--- config.mk ---
export PLATFORM = sky130hd
export DESIGN_NAME = fpstk_core
export DESIGN_NICKNAME = d
export VERILOG_FILES = /design/src/rtl/fpstk_pkg.sv /design/src/rtl/fpstk_bank.sv /design/src/rtl/fpstk_ctrl.sv /design/src/rtl/fpstk_core.sv
export SDC_FILE = /design/constraint.sdc
export NUM_CORES = 1
export LEC_CHECK = 0
export ABC_AREA = 0
export BUFFER_PORTS_ARGS = -buffer_cell sky130_fd_sc_hd__buf_4
export CAP_MARGIN = 0
export CELL_PAD_IN_SITES_DETAIL_PLACEMENT = 1
export CELL_PAD_IN_SITES_GLOBAL_PLACEMENT = 1
export CORE_MARGIN = 2
export CORE_UTILIZATION = 51
export DETAILED_ROUTE_END_ITERATION = 10
export PLACE_DENSITY_LB_ADDON = 0.1
export RECOVER_POWER = 25
export SETUP_SLACK_MARGIN = 0.4
export SLEW_MARGIN = 0
export SYNTH_ARGS = -nofsm -noshare
export SYNTH_HDL_FRONTEND = slang
export SYNTH_HIERARCHICAL = 1
export SYNTH_SLANG_ARGS = --single-unit
--- constraint.sdc ---
create_clock -name clk -period 8.65 [get_ports clk]
set_input_delay 1.2975 -clock clk [delete_from_list [all_inputs] [get_ports clk]]
set_output_delay 1.2975 -clock clk [all_outputs]
set_load 0.02 [all_outputs]
--- src/rtl/fpstk_pkg.sv ---
package fpstk_pkg;

  typedef enum logic [2:0] {
    OP_NONE,
    OP_PUSH,
    OP_POP,
    OP_REPLACE,
    OP_WRITE
  } stk_op_e;

  // Push and pop together mean replace; a write yields to either.
  function automatic stk_op_e decode_op(input logic push, input logic pop,
                                        input logic wr);
    if (push && pop)      return OP_REPLACE;
    else if (push)        return OP_PUSH;
    else if (pop)         return OP_POP;
    else if (wr)          return OP_WRITE;
    else                  return OP_NONE;
  endfunction

endpackage

--- src/rtl/fpstk_bank.sv ---
// One write port, one registered read port; read returns the old contents.
module fpstk_bank #(
  parameter int WIDTH = 80,
  parameter int DEPTH = 8,
  parameter int AW    = $clog2(DEPTH)
) (
  input  logic             clk,
  input  logic             we,
  input  logic [AW-1:0]    waddr,
  input  logic [WIDTH-1:0] wdata,
  input  logic [AW-1:0]    raddr,
  output logic [WIDTH-1:0] rdata
);

  logic [WIDTH-1:0] mem [DEPTH];

  always_ff @(posedge clk) begin
    if (we) mem[waddr] <= wdata;
    rdata <= mem[raddr];
  end

endmodule

--- src/rtl/fpstk_ctrl.sv ---
module fpstk_ctrl
  import fpstk_pkg::*;
#(
  parameter int DEPTH = 8,
  parameter int NRD   = 2,
  parameter int AW    = $clog2(DEPTH)
) (
  input  logic          clk,
  input  logic          rst,
  input  logic          push_i,
  input  logic          pop_i,
  input  logic          wr_i,
  input  logic [AW-1:0] wr_idx_i,
  input  logic          rd_en_i  [NRD],
  input  logic [AW-1:0] rd_idx_i [NRD],
  output logic [AW-1:0] rd_phys_o [NRD],
  output logic          we_o,
  output logic [AW-1:0] waddr_o,
  output logic [AW-1:0] top_o,
  output logic          ovf_o,
  output logic          unf_o
);

  stk_op_e          op;
  logic [AW-1:0]    top_q, top_d;
  logic [DEPTH-1:0] tag_q, tag_d;
  logic             ovf_d, unf_cmd, unf_rd;
  logic [AW-1:0]    slot_dn, slot_up, slot_wr;

  assign slot_dn = top_q - 1'b1;
  assign slot_up = top_q + 1'b1;
  assign slot_wr = top_q + wr_idx_i;

  always_comb begin
    op      = decode_op(push_i, pop_i, wr_i);
    top_d   = top_q;
    tag_d   = tag_q;
    we_o    = 1'b0;
    waddr_o = top_q;
    ovf_d   = 1'b0;
    unf_cmd = 1'b0;
    unique case (op)
      OP_PUSH: begin
        if (tag_q[slot_dn]) begin
          ovf_d = 1'b1;
        end else begin
          we_o           = 1'b1;
          waddr_o        = slot_dn;
          top_d          = slot_dn;
          tag_d[slot_dn] = 1'b1;
        end
      end
      OP_POP: begin
        if (!tag_q[top_q]) begin
          unf_cmd = 1'b1;
        end else begin
          tag_d[top_q] = 1'b0;
          top_d        = slot_up;
        end
      end
      OP_REPLACE: begin
        if (!tag_q[top_q]) unf_cmd = 1'b1;
        else               we_o    = 1'b1;
      end
      OP_WRITE: begin
        we_o           = 1'b1;
        waddr_o        = slot_wr;
        tag_d[slot_wr] = 1'b1;
      end
      OP_NONE: ;
    endcase
  end

  always_comb begin
    unf_rd = 1'b0;
    for (int k = 0; k < NRD; k++) begin
      rd_phys_o[k] = top_q + rd_idx_i[k];
      if (rd_en_i[k] && !tag_q[top_q + rd_idx_i[k]]) unf_rd = 1'b1;
    end
  end

  always_ff @(posedge clk) begin
    if (rst) begin
      top_q <= '0;
      tag_q <= '0;
      ovf_o <= 1'b0;
      unf_o <= 1'b0;
    end else begin
      top_q <= top_d;
      tag_q <= tag_d;
      ovf_o <= ovf_d;
      unf_o <= unf_cmd | unf_rd;
    end
  end

  assign top_o = top_q;

endmodule

--- src/rtl/fpstk_core.sv ---
module fpstk_core #(
  parameter int WIDTH = 80,
  parameter int DEPTH = 8,
  parameter int AW    = $clog2(DEPTH)
) (
  input  logic             clk,
  input  logic             rst,
  input  logic             push_i,
  input  logic             pop_i,
  input  logic             wr_i,
  input  logic [AW-1:0]    wr_idx_i,
  input  logic [WIDTH-1:0] din_i,
  input  logic             rda_en_i,
  input  logic [AW-1:0]    rda_idx_i,
  input  logic             rdb_en_i,
  input  logic [AW-1:0]    rdb_idx_i,
  output logic [WIDTH-1:0] rda_data_o,
  output logic [WIDTH-1:0] rdb_data_o,
  output logic [AW-1:0]    top_o,
  output logic             ovf_o,
  output logic             unf_o
);

  localparam int NRD = 2;

  logic             rd_en   [NRD];
  logic [AW-1:0]    rd_idx  [NRD];
  logic [AW-1:0]    rd_phys [NRD];
  logic [WIDTH-1:0] rd_data [NRD];
  logic             we;
  logic [AW-1:0]    waddr;

  assign rd_en[0]  = rda_en_i;
  assign rd_en[1]  = rdb_en_i;
  assign rd_idx[0] = rda_idx_i;
  assign rd_idx[1] = rdb_idx_i;

  fpstk_ctrl #(.DEPTH(DEPTH), .NRD(NRD), .AW(AW)) u_ctrl (
    .clk      (clk),
    .rst      (rst),
    .push_i   (push_i),
    .pop_i    (pop_i),
    .wr_i     (wr_i),
    .wr_idx_i (wr_idx_i),
    .rd_en_i  (rd_en),
    .rd_idx_i (rd_idx),
    .rd_phys_o(rd_phys),
    .we_o     (we),
    .waddr_o  (waddr),
    .top_o    (top_o),
    .ovf_o    (ovf_o),
    .unf_o    (unf_o)
  );

  // One copy of the register file per read port keeps each copy 1W1R.
  for (genvar g = 0; g < NRD; g++) begin : g_bank
    fpstk_bank #(.WIDTH(WIDTH), .DEPTH(DEPTH), .AW(AW)) u_bank (
      .clk  (clk),
      .we   (we),
      .waddr(waddr),
      .wdata(din_i),
      .raddr(rd_phys[g]),
      .rdata(rd_data[g])
    );
  end

  assign rda_data_o = rd_data[0];
  assign rdb_data_o = rd_data[1];

endmodule

# Word-level counts from Yosys, hierarchy flattened
# Memories as Yosys holds them, arrays and structs flattened. A register that Yosys moved wholly into a read port is not among the register bits.
# Cells that the tools add are included.
[totals] memories=2 out_inout_bits=165 mem_bits_rw=1280 inputBits=96 ff_bits=13
[op_classes] bitwise_logic=6 n_reduce_logical=14 n_addsub=5 muxes=35 n_eq_ne=6 order_cmp=8
[memory_table] name="g_bank[0].u_bank.mem" words=8 width=80 read_ports=1 rd_clocked_by_memory_dff=1 write_ports=1 line="fpstk_bank.sv:15" source="logic [WIDTH-1:0] mem [DEPTH];"
[memory_table] name="g_bank[1].u_bank.mem" words=8 width=80 read_ports=1 rd_clocked_by_memory_dff=1 write_ports=1 line="fpstk_bank.sv:15"
[ops] op="8-bit one-hot mux with 3 select lines" n=1
[ops] op="3-bit by 4-bit < comparator with 1-bit output, second input constant" n=5
[ops] op="3-bit two-way mux" n=6
[ops] op="1-bit two-way mux" n=16
[ops] op="8-bit two-way mux" n=2
[ops] op="8-bit OR" n=2
[ops] op="1-bit binary-select mux with 3-bit select" n=4
[ops] op="3-bit one-hot mux with 2 select lines" n=2
[ops] op="3-bit adder" n=3
[ops] op="1-bit demux with 3-bit select" n=3
[ops] op="3-bit by 1-bit greater-or-equal comparator with 1-bit output, second input constant" n=3
[ops] op="8-bit bitwise AND" n=1
[ops] op="8-bit NOT" n=1
[ops] op="3-bit by 2-bit equality test with 1-bit output, second input constant" n=2
[ops] op="1-bit logical AND" n=6
[ops] op="2-bit OR reduction" n=2
[ops] op="3-bit by 1-bit adder with 3-bit output, second input constant" n=1
[ops] op="3-bit by 1-bit equality test with 1-bit output, second input constant" n=1
[ops] op="3-bit equality test, second input constant" n=1
[ops] op="1-bit one-hot mux with 3 select lines" n=1
[ops] op="3-bit AND reduction" n=1
[ops] op="3-bit nonzero test" n=1
[ops] op="3-bit by 1-bit subtractor with 3-bit output, second input constant" n=1
[ops] op="1-bit zero test" n=2
[ops] op="other kinds (6)" n=6

# Depth between registers and ports, before layout
# Gate-level depths: netlist of run 1.
[logic_depth] ltp_word=8 mapped_depth=11 mapped_depth_nobuf=9

# Hierarchy
# The synthesis of run 1 kept the hierarchy.
[by_module_without_submodules] module="fpstk_bank" area_each_um2=25654.6 cells_per_inst=1018 instances=2
[by_module_without_submodules] module="fpstk_ctrl" area_each_um2=1539.0 cells_per_inst=174 instances=1

# Worst setup path before layout of run 1
# No wires, ideal clock.
[synth_path] path_type="input -> register" from="input port wr_idx_i[0]" to="memory g_bank[0].u_bank.mem[0][0], enable pin" setup_time_ns=0.616 t_required_ns=8.034 arrival_ns=8.112 path_buffers=0 stages=8 setup_slack_ns=-0.078 path_cell_list="ha_1 -> inv_1 -> fa_1 -> xnor2_1 -> xnor2_1 -> o221ai_1 -> nand2b_1 -> nor3_1"
[synth_between] elab_chain_cells=2
[synth_lines] item="from (decl)" line="fpstk_core.sv:11" source="input logic [AW-1:0] wr_idx_i,"
[synth_lines] item="3-bit adder" line="fpstk_ctrl.sv:32" source="assign slot_wr = top_q + wr_idx_i;"
[synth_lines] item="3-bit one-hot mux with 2 select lines" line="fpstk_ctrl.sv:42" source="unique case (op)"
[synth_lines] item="via waddr[2]" line="fpstk_core.sv:31" source="logic [AW-1:0] waddr;"
[synth_lines] item="to (decl)" line="fpstk_bank.sv:15"
# The timed path passes the listed nets, and every way through them passes these cells.

# Worst setup path after layout of run 1
[layout_path] from="register u_ctrl.top_q[0] (netlist: u_ctrl/top_o[0])" to="memory g_bank[1].u_bank.mem[5][78], enable pin"
[layout_between] word_cells_on_any_way=13 classes_between="add/sub: 2; mux: 11"
[layout_lines] item="from (decl)" line="fpstk_ctrl.sv:25" source="logic [AW-1:0] top_q, top_d;"
[layout_lines] item="from (signal assigned)" line="fpstk_ctrl.sv:89" source="top_q <= top_d;"
[layout_lines] item="3-bit by 1-bit subtractor with 3-bit output" line="fpstk_ctrl.sv:30" source="assign slot_dn = top_q - 1'b1;"
[layout_lines] item="1-bit binary-select mux with 3-bit select" line="fpstk_ctrl.sv:44" source="if (tag_q[slot_dn]) begin"
[layout_lines] item="1-bit two-way mux (implied by the code)" line="fpstk_ctrl.sv:44"
[layout_lines] item="3-bit two-way mux"
[layout_lines] item="3-bit one-hot mux with 2 select lines *" line="fpstk_ctrl.sv:42"
[layout_lines] item="via waddr[0]" line="fpstk_core.sv:31"
[layout_lines] item="to (decl)" line="fpstk_bank.sv:15"
# Mark *: on every way through the listed nets, which the timed path passes. The rest lies on a longest branch. The select of a mux whose other input is x is not followed.

==> results.yml, run 1 <==
outcome:
  status: "complete, no violations"
clock_network:
  insertion_delay_ns: 0.76
  clock_sinks: 1453
  cts_resized: 0
  cts_hold_buf: 0
  post_cts_buffers: 0
  numCtsBuffers: 148
  cts_root_buf: "clkbuf_16"
  clk_pin_slew_ns: 0.06
  clk_path_buf_depth: 3
  cts_tree: "built"
  htreeDepth: 4
cells_and_area:
  final_nets: 2671
  area_growth_pct: 15.7
  fin_cells: 4070
  layout-drive-gt1-share_pct: 36.7
  fillers: 8427
setup_path:
  cp-end-kind: "register"
  crit_type: "reg2reg"
  cp.arrival_ns: 5.81
  setup.worst_path.start_class: "register"
  crit_fanout: 53
  cp.required_ns: 9.02
timing:
  rsz0062_at_grt: "no"
  finalCritPeriodShare_pct: 62.9
  finalSetupViolCount: 0
  worst_pin_slew_ns: 1.19
  fin_skew_ns: 0.0201
  fmax_ghz: 0.184
  hold_viol_final: 0
  fin_crit_ns: 5.44
  drv_slew: 0
  maxSlewHeadroom_pct: 20.4
  setup_slack_ns: 3.21
logic_synthesis:
  synthCells: 2210
  synth_common_cells: "edfxtp_1 (1,280), mux4_2 (325), dfxtp_1 (173), mux2_2 (160), clkbuf_1 (34)"
  synthTopCellsByArea: "edfxtp_1 (73%), mux4_2 (14%), dfxtp_1 (6.6%), mux2_2 (3.4%), buf_6 (0.49%)"
  yosysWarnings: 6
  synth_compound_area_share_pct: 0.850
  ys_async_sr_fraction_pct: 0
  synth_cell_types: 58
  synth_top_area_share_pct: 72.7
  synth_edf_count: 1280
  syn_area_um2: 52800
  muxShareOfSynthArea_pct: 17.4
  synth_top_family_by_area: "multiplexers"
  seq_area_frac_synth_pct: 79.3
  synth_fp_nets: 2318
  synthSimpleGateAreaFrac_pct: 0.736
  yosysTopAreaCell: "edfxtp_1"
  avgSynthCellArea_um2: 23.9
  synth_seq_cells: 1453
  synthAdderAreaFrac_pct: 0.327
  synth_most_common_cell: "edfxtp_1"
  synth_xor_area_share_pct: 0.163
  ys.flop_type: "edfxtp_1"
detailed_routing:
  topRoutingLayerUsed: "met5"
  dr_wl_met2_um: 63400
  ant_nets: 0
  post_drt_wl_per_cell_um: 29.9
  drt-met1-wl_um: 48700
  drc: 0
  firstDrtPassIters: 5
  vias: 23792
  via_per_inst: 5.85
  wl_met3_um: 5870
  finalWirelength_um: 122000
  drt_iter0_markers: 2013
global_routing:
  antenna_found_initial: 5
  grtUsageTotal_pct: 23.5
  grt_start_max_net_pins: 160
  grt_pass1_wl_um: 179000
  grt_pass1_vias: 26148
  grt-ovfl-total: 0
floorplanning:
  core_area_um2: 103000
  chipWidth_um: 326
  initial_core_util_pct: 51.2
  die_h_um: 326
  row_count: 118
  ios: 261
  die_area_um2: 106000
placed_design:
  place_congestion: 0.793
  dp_cells: 3793
  dp_hpwl_um: 71300
  numPortBuffers: 260
  pre_cts_ws_ns: 2.82
power:
  power_mw: 23.1
  vdd_drop_max_v: 0.000376
  leakagePower_nw: 19.8
  power_density_nw_per_um2: 377
hold_path:
  hp-class: "reg2reg"
job:
  cap_violations: 0
==> critical path, stage by stage, from the launching register on <==
cell and delay (ns):
dfxtp_1 0.31, buf_4 0.32, inv_1 0.16, ha_1 0.65, mux4_2 0.38, and2_4 0.18
o21ai_0 0.14, nand2_1 0.11, o221ai_1 0.95, nand2b_1 0.33, nor2_4 0.15, buf_4 0.49
buf_4 0.78
==> routing by layer <==
metal	up-vias	track usage (%)
met5	-	0
met4	6	8.06
met3	184	4.58
met2	661	40.1
met1	12926	30.3
li1	10015	-
==> final timing paths <==
path	depth (start not counted)	slack, ns	from	end
worst min-delay path	2	0.56	u_ctrl/tag_q[2]	u_ctrl/tag_q[2]
worst max-delay path	12	3.21	u_ctrl/top_o[0]	g_bank[1].u_bank/mem[5][78]
worst max register to register	12	3.21	u_ctrl/top_o[0]	g_bank[1].u_bank/mem[5][78]
worst min register to register	2	0.56	u_ctrl/tag_q[2]	u_ctrl/tag_q[2]
==> sequential cells by signal, indices dropped and copies added (netlist names) <==
| signal | flops |
|---|---|
| u_ctrl/unf_o | 1 |
| g_bank.u_bank/mem | 1280 |
| g_bank.u_bank/rdata | 160 |
| u_ctrl/top_o | 3 |
| u_ctrl/ovf_o | 1 |
| u_ctrl/tag_q | 8 |
==> layout make-up <==
class	instances	area, um2	share of cell area [%]
sequential	1453	41900	68.5
tap	1380	1730	2.82
multi-input combinational	642	10500	17.1
clock buffer	193	4120	6.73
clock inverter	83	788	1.29
inverter	18	72.6	0.119
antenna	1	2.50	0.00409
timing repair buffer	300	2100	3.44
==> stage by stage <==
step	setup TNS (ns)	hold WS [ns]	cell area, um2	util [%]
3_3_place_gp	0	0.522	56500	54.7
5_1_grt	0	0.585	61200	59.3
4_1_cts	0	0.556	61400	59.5
3_5_place_dp	0	0.545	56500	54.7
2_1_floorplan	-18.60	0.472	52900	-
6_report	0	0.564	61200	59.3
==> power by group <==
group	switching, mW	internal, mW	total, mW	leakage, nW
clock network	2.64	3.73	6.37	2.42
registers	0.407	9.04	9.44	13.0
logic	4.03	3.21	7.24	4.40
total	7.08	16.0	23.1	19.8
==> placed cells by master, fill, tap and decap left out, types with 4 or more instances in the layout <==
cell           n
nand2_1       10
inv_6          6
mux4_2       325
clkbuf_8      14
nor2b_1        6
clkinv_1      22
edfxtp_1    1280
bufinv_16     12
clkinv_2      35
clkbuf_16    153
inv_1         14
a21oi_1        6
clkinvlp_4     4
nor3_1        10
buf_12         6
ha_1           7
mux2_2       160
nand3_1        6
dfxtp_1      173
clkbuf_1      86
xnor2_1        5
buf_4        234
o221ai_1       4
mux2i_1        8
nand2b_1       6
nor2_1         9
o32ai_1        5
nor2_4        12
a41oi_1        5
==> cell families after synthesis <==
family	Yosys count
AO/OA/AOI/OAI	52
XOR/XNOR	9
adder cells (fa/ha/maj)	12
buffers and inverters	115
flip-flops	1453
multiplexers	493
AND/OR/NAND/NOR	76
(Power assumes the default switching activity.)
==> run 2, diff against run 1 <==
--- a/config.mk
+++ b/config.mk
@@ -5,13 +5,13 @@
 export SDC_FILE = /design/constraint.sdc
 export NUM_CORES = 1
 export LEC_CHECK = 0
-export ABC_AREA = 0
+export ABC_AREA = 1
 export BUFFER_PORTS_ARGS = -buffer_cell sky130_fd_sc_hd__buf_4
 export CAP_MARGIN = 0
 export CELL_PAD_IN_SITES_DETAIL_PLACEMENT = 1
 export CELL_PAD_IN_SITES_GLOBAL_PLACEMENT = 1
 export CORE_MARGIN = 2
-export CORE_UTILIZATION = 51
+export CORE_UTILIZATION = 46
 export DETAILED_ROUTE_END_ITERATION = 10
 export PLACE_DENSITY_LB_ADDON = 0.1
 export RECOVER_POWER = 25
==> constraint.sdc (replaced) <==
create_clock -name clk -period 4.4 [get_ports clk]
set_input_delay 0.66 -clock clk [delete_from_list [all_inputs] [get_ports clk]]
set_output_delay 0.66 -clock clk [all_outputs]
set_load 0.02 [all_outputs]
==> run 2 against run 1 <==
  * Critical path type unchanged
  * First-iteration DRC count rose by 51%
  * Sequential power grew 76%
  * Die area rose by 27%
  * Sequential cell count is the same
  * Core utilization shrank 6.0 points
  * Combinational power decreased by 1%
  * Clock power rose by 110%
  * Global-route usage up 1.9 points
  * Clock-buffer cell count rose by 18
  * Non-clock buffer count up 51
  * Wire length is 40% higher
  * Via count rose by 72%
==> results.yml, run 2 <==
setup_path:
  setup.worst_path.start_class: "register"
  crit_type: "reg2reg"
  slowest_delay_ns: 0.59
  cp-end-kind: "register"
  path_depth: 13
  reg2reg_depth: 13
  critPathTopFamily: "simple AND/OR/NAND/NOR gates"
  crit_path_cell_trace: "inv_2 -> ha_1 -> inv_1 -> nand2_1 -> nand2_2 -> nand2_4 -> nand2_4 -> nand2_1 -> nand3_1 -> o211ai_1 -> nand2_1 -> nor2_4 -> buf_12"
  crit_fanout: 28
  cp-startpoint: "u_ctrl/top_o[0]"
  crit_top_cell: "nand2_1"
  crit_slowest_cell: "dfxtp_1"
  crit_buf_inv: 3
  cp.required_ns: 4.87
  worstReg2RegStart: "u_ctrl/top_o[0]"
  cp.arrival_ns: 4.24
detailed_routing:
  finalWirelength_um: 171000
  drc: 0
  ant_nets: 0
  post_drt_wl_per_cell_um: 20.9
  via_per_inst: 5.02
  drt_iter0_markers: 3036
  vias: 40942
  firstDrtPassIters: 5
timing:
  fin_skew_ns: 0.0237
  rsz0062_at_grt: "no"
  fmax_ghz: 0.265
  worst_pin_slew_ns: 1.15
  drv_slew: 0
  maxSlewHeadroom_pct: 23.6
  fin_crit_ns: 3.78
  finalCritPeriodShare_pct: 85.8
  hold_viol_final: 0
  finalSetupViolCount: 0
global_routing:
  gr-usage-met2_pct: 42.7
  grt_pass1_vias: 43463
  grtUsageMet3_pct: 4.18
  grt_start_max_net_pins: 170
  antenna_found_initial: 8
  met1_usage_pct: 33.5
  grt_pass1_wl_um: 259000
  grtUsageTotal_pct: 25.4
  top_usage_layer: "met2"
  grt-ovfl-total: 0
logic_synthesis:
  synth_compound_area_share_pct: 0.268
  synthTopCellsByArea: "edfxtp_1 (63%), nand2_1 (13%), inv_1 (8.1%), dfxtp_1 (5.7%), nand3_1 (5.4%)"
  synth_top_family_by_area: "simple AND/OR/NAND/NOR gates"
  ys_async_sr_fraction_pct: 0
  synth_most_common_cell: "nand2_1"
  seq_area_frac_synth_pct: 69.0
  muxShareOfSynthArea_pct: 0
  synth_cell_types: 32
  yosysTopAreaCell: "edfxtp_1"
  yosysWarnings: 6
  ys.flop_type: "edfxtp_1"
  synth_fp_nets: 6120
  avgSynthCellArea_um2: 10.1
  synthCells: 6012
  synthSimpleGateAreaFrac_pct: 19.7
  syn_area_um2: 60700
  synth_edf_count: 1280
  synthAdderAreaFrac_pct: 0.284
  synth_xor_area_share_pct: 0.0721
  synth_seq_cells: 1453
  synth_top_area_share_pct: 63.3
  synth_common_cells: "nand2_1 (2,170), inv_1 (1,314), edfxtp_1 (1,280), nand3_1 (657), dfxtp_1 (173)"
hold_path:
  hp-start: "rda_en_i"
  hp-class: "in2reg"
  worstHoldPathCells: 5
clock_network:
  numCtsBuffers: 159
  cts_tree: "built"
  htreeDepth: 4
  clk_pin_slew_ns: 0.06
  insertion_delay_ns: 0.78
  clk_path_buf_depth: 3
  cts_root_buf: "clkbuf_16"
  cts_resized: 0
  clock_sinks: 1453
cells_and_area:
  largest_reg_flops: 1280
  largest-register: "g_bank.u_bank/mem"
  layout_common_cells: "nand2_1 (2,170), inv_1 (1,311), edfxtp_1 (1,280)"
  fillers: 14280
  area_growth_pct: 15.2
  final_nets: 6376
  final_area_um2: 70000
  layout_commonest_cell: "nand2_1"
  top_regs: "g_bank.u_bank/mem: 1280 flops, g_bank.u_bank/rdata: 160 flops, u_ctrl/tag_q: 8 flops"
  layout-drive-gt1-share_pct: 8.81
  final_core_util_pct: 53.3
floorplanning:
  row_count: 133
  chipWidth_um: 367
  die_area_um2: 135000
  initial_core_util_pct: 46.2
  die_h_um: 367
  ios: 261
  core_area_um2: 131000
power:
  power_density_nw_per_um2: 529
  power_mw: 37.0
  leakagePower_nw: 31.7
  vdd_drop_max_v: 0.000421
placed_design:
  numPortBuffers: 260
  place_congestion: 0.798
  placed_area_um2: 65000
  dp_hpwl_um: 98000
outcome:
  status: "complete, no violations"
job:
  cap_violations: 0
## run 2: cell types whose count changed after synthesis, moves of 69 or more
cell,before,now
mux2_2,160,0
inv_1,16,1314
buf_4,1,70
buf_2,33,126
nand3_1,6,657
nand2_1,10,2170
mux4_2,325,0
## run 2: repair_timing
action / 4_1_cts / 5_1_grt
hold endpoints to repair: 1 / 0
hold buffers: 1 / 0
buffers inserted: 0 / 0
## run 2: logic make-up after synthesis
logic type	Yosys count
AO/OA/AOI/OAI	30
XOR/XNOR	5
adder cells (fa/ha/maj)	12
buffers and inverters	1581
AND/OR/NAND/NOR	2931
flip-flops	1453
## run 2: per-layer routing
layer	part of all wire, %	up-vias
met2	48	939
met1	43	20526
met3	5.2	285
met5	0.024	-
met4	3.1	6
li1	-	19186
## run 2: final cells by class
class	count	area, um2	area share [%]
flip-flops and latches	1453	41900	59.9
multi-input cells	2978	12500	17.9
inverters	1325	5030	7.19
clock buffers	211	4420	6.32
repair buffers	351	3140	4.49
well taps	1755	2200	3.14
clock inverters	81	764	1.09
diodes	1	2.50	0.00358
## run 2: worst reg2reg max path: cells and delay by family, from the launching register on
kind | cells | cell delay (ns)
fa+ha+maj | 1 | 0.46
buf+inv | 3 | 0.65
compound gates | 1 | 0.47
simple gates | 8 | 1.28
flops | 1 | 0.59
## run 2: stage by stage
step                TNS, ns  instances  hold slack [ns]  setup slack, ns
CTS                       0       8154            0.125            0.624
global placement          0       7861            0.535            0.668
floorplan           -330.94       6012            0.478           -0.281
detailed placement        0       7861            0.537            0.639
global route              0       8155            0.229            0.434
finish                    0       8155            0.231            0.625
## run 2: report_power, final
group	switching, mW	internal [mW]
sequential	0.519	16.1
combinational	5.01	2.14
clock	5.43	7.87
## run 2: final timing paths
| kind | endpoint | slack [ns] |
|---|---|---|
| setup / recovery | g_bank[0].u_bank/mem[2][47] | 0.62 |
| hold / removal | u_ctrl/unf_o | 0.23 |
| setup reg to reg | g_bank[0].u_bank/mem[2][47] | 0.62 |
| hold reg to reg | u_ctrl/tag_q[4] | 0.54 |
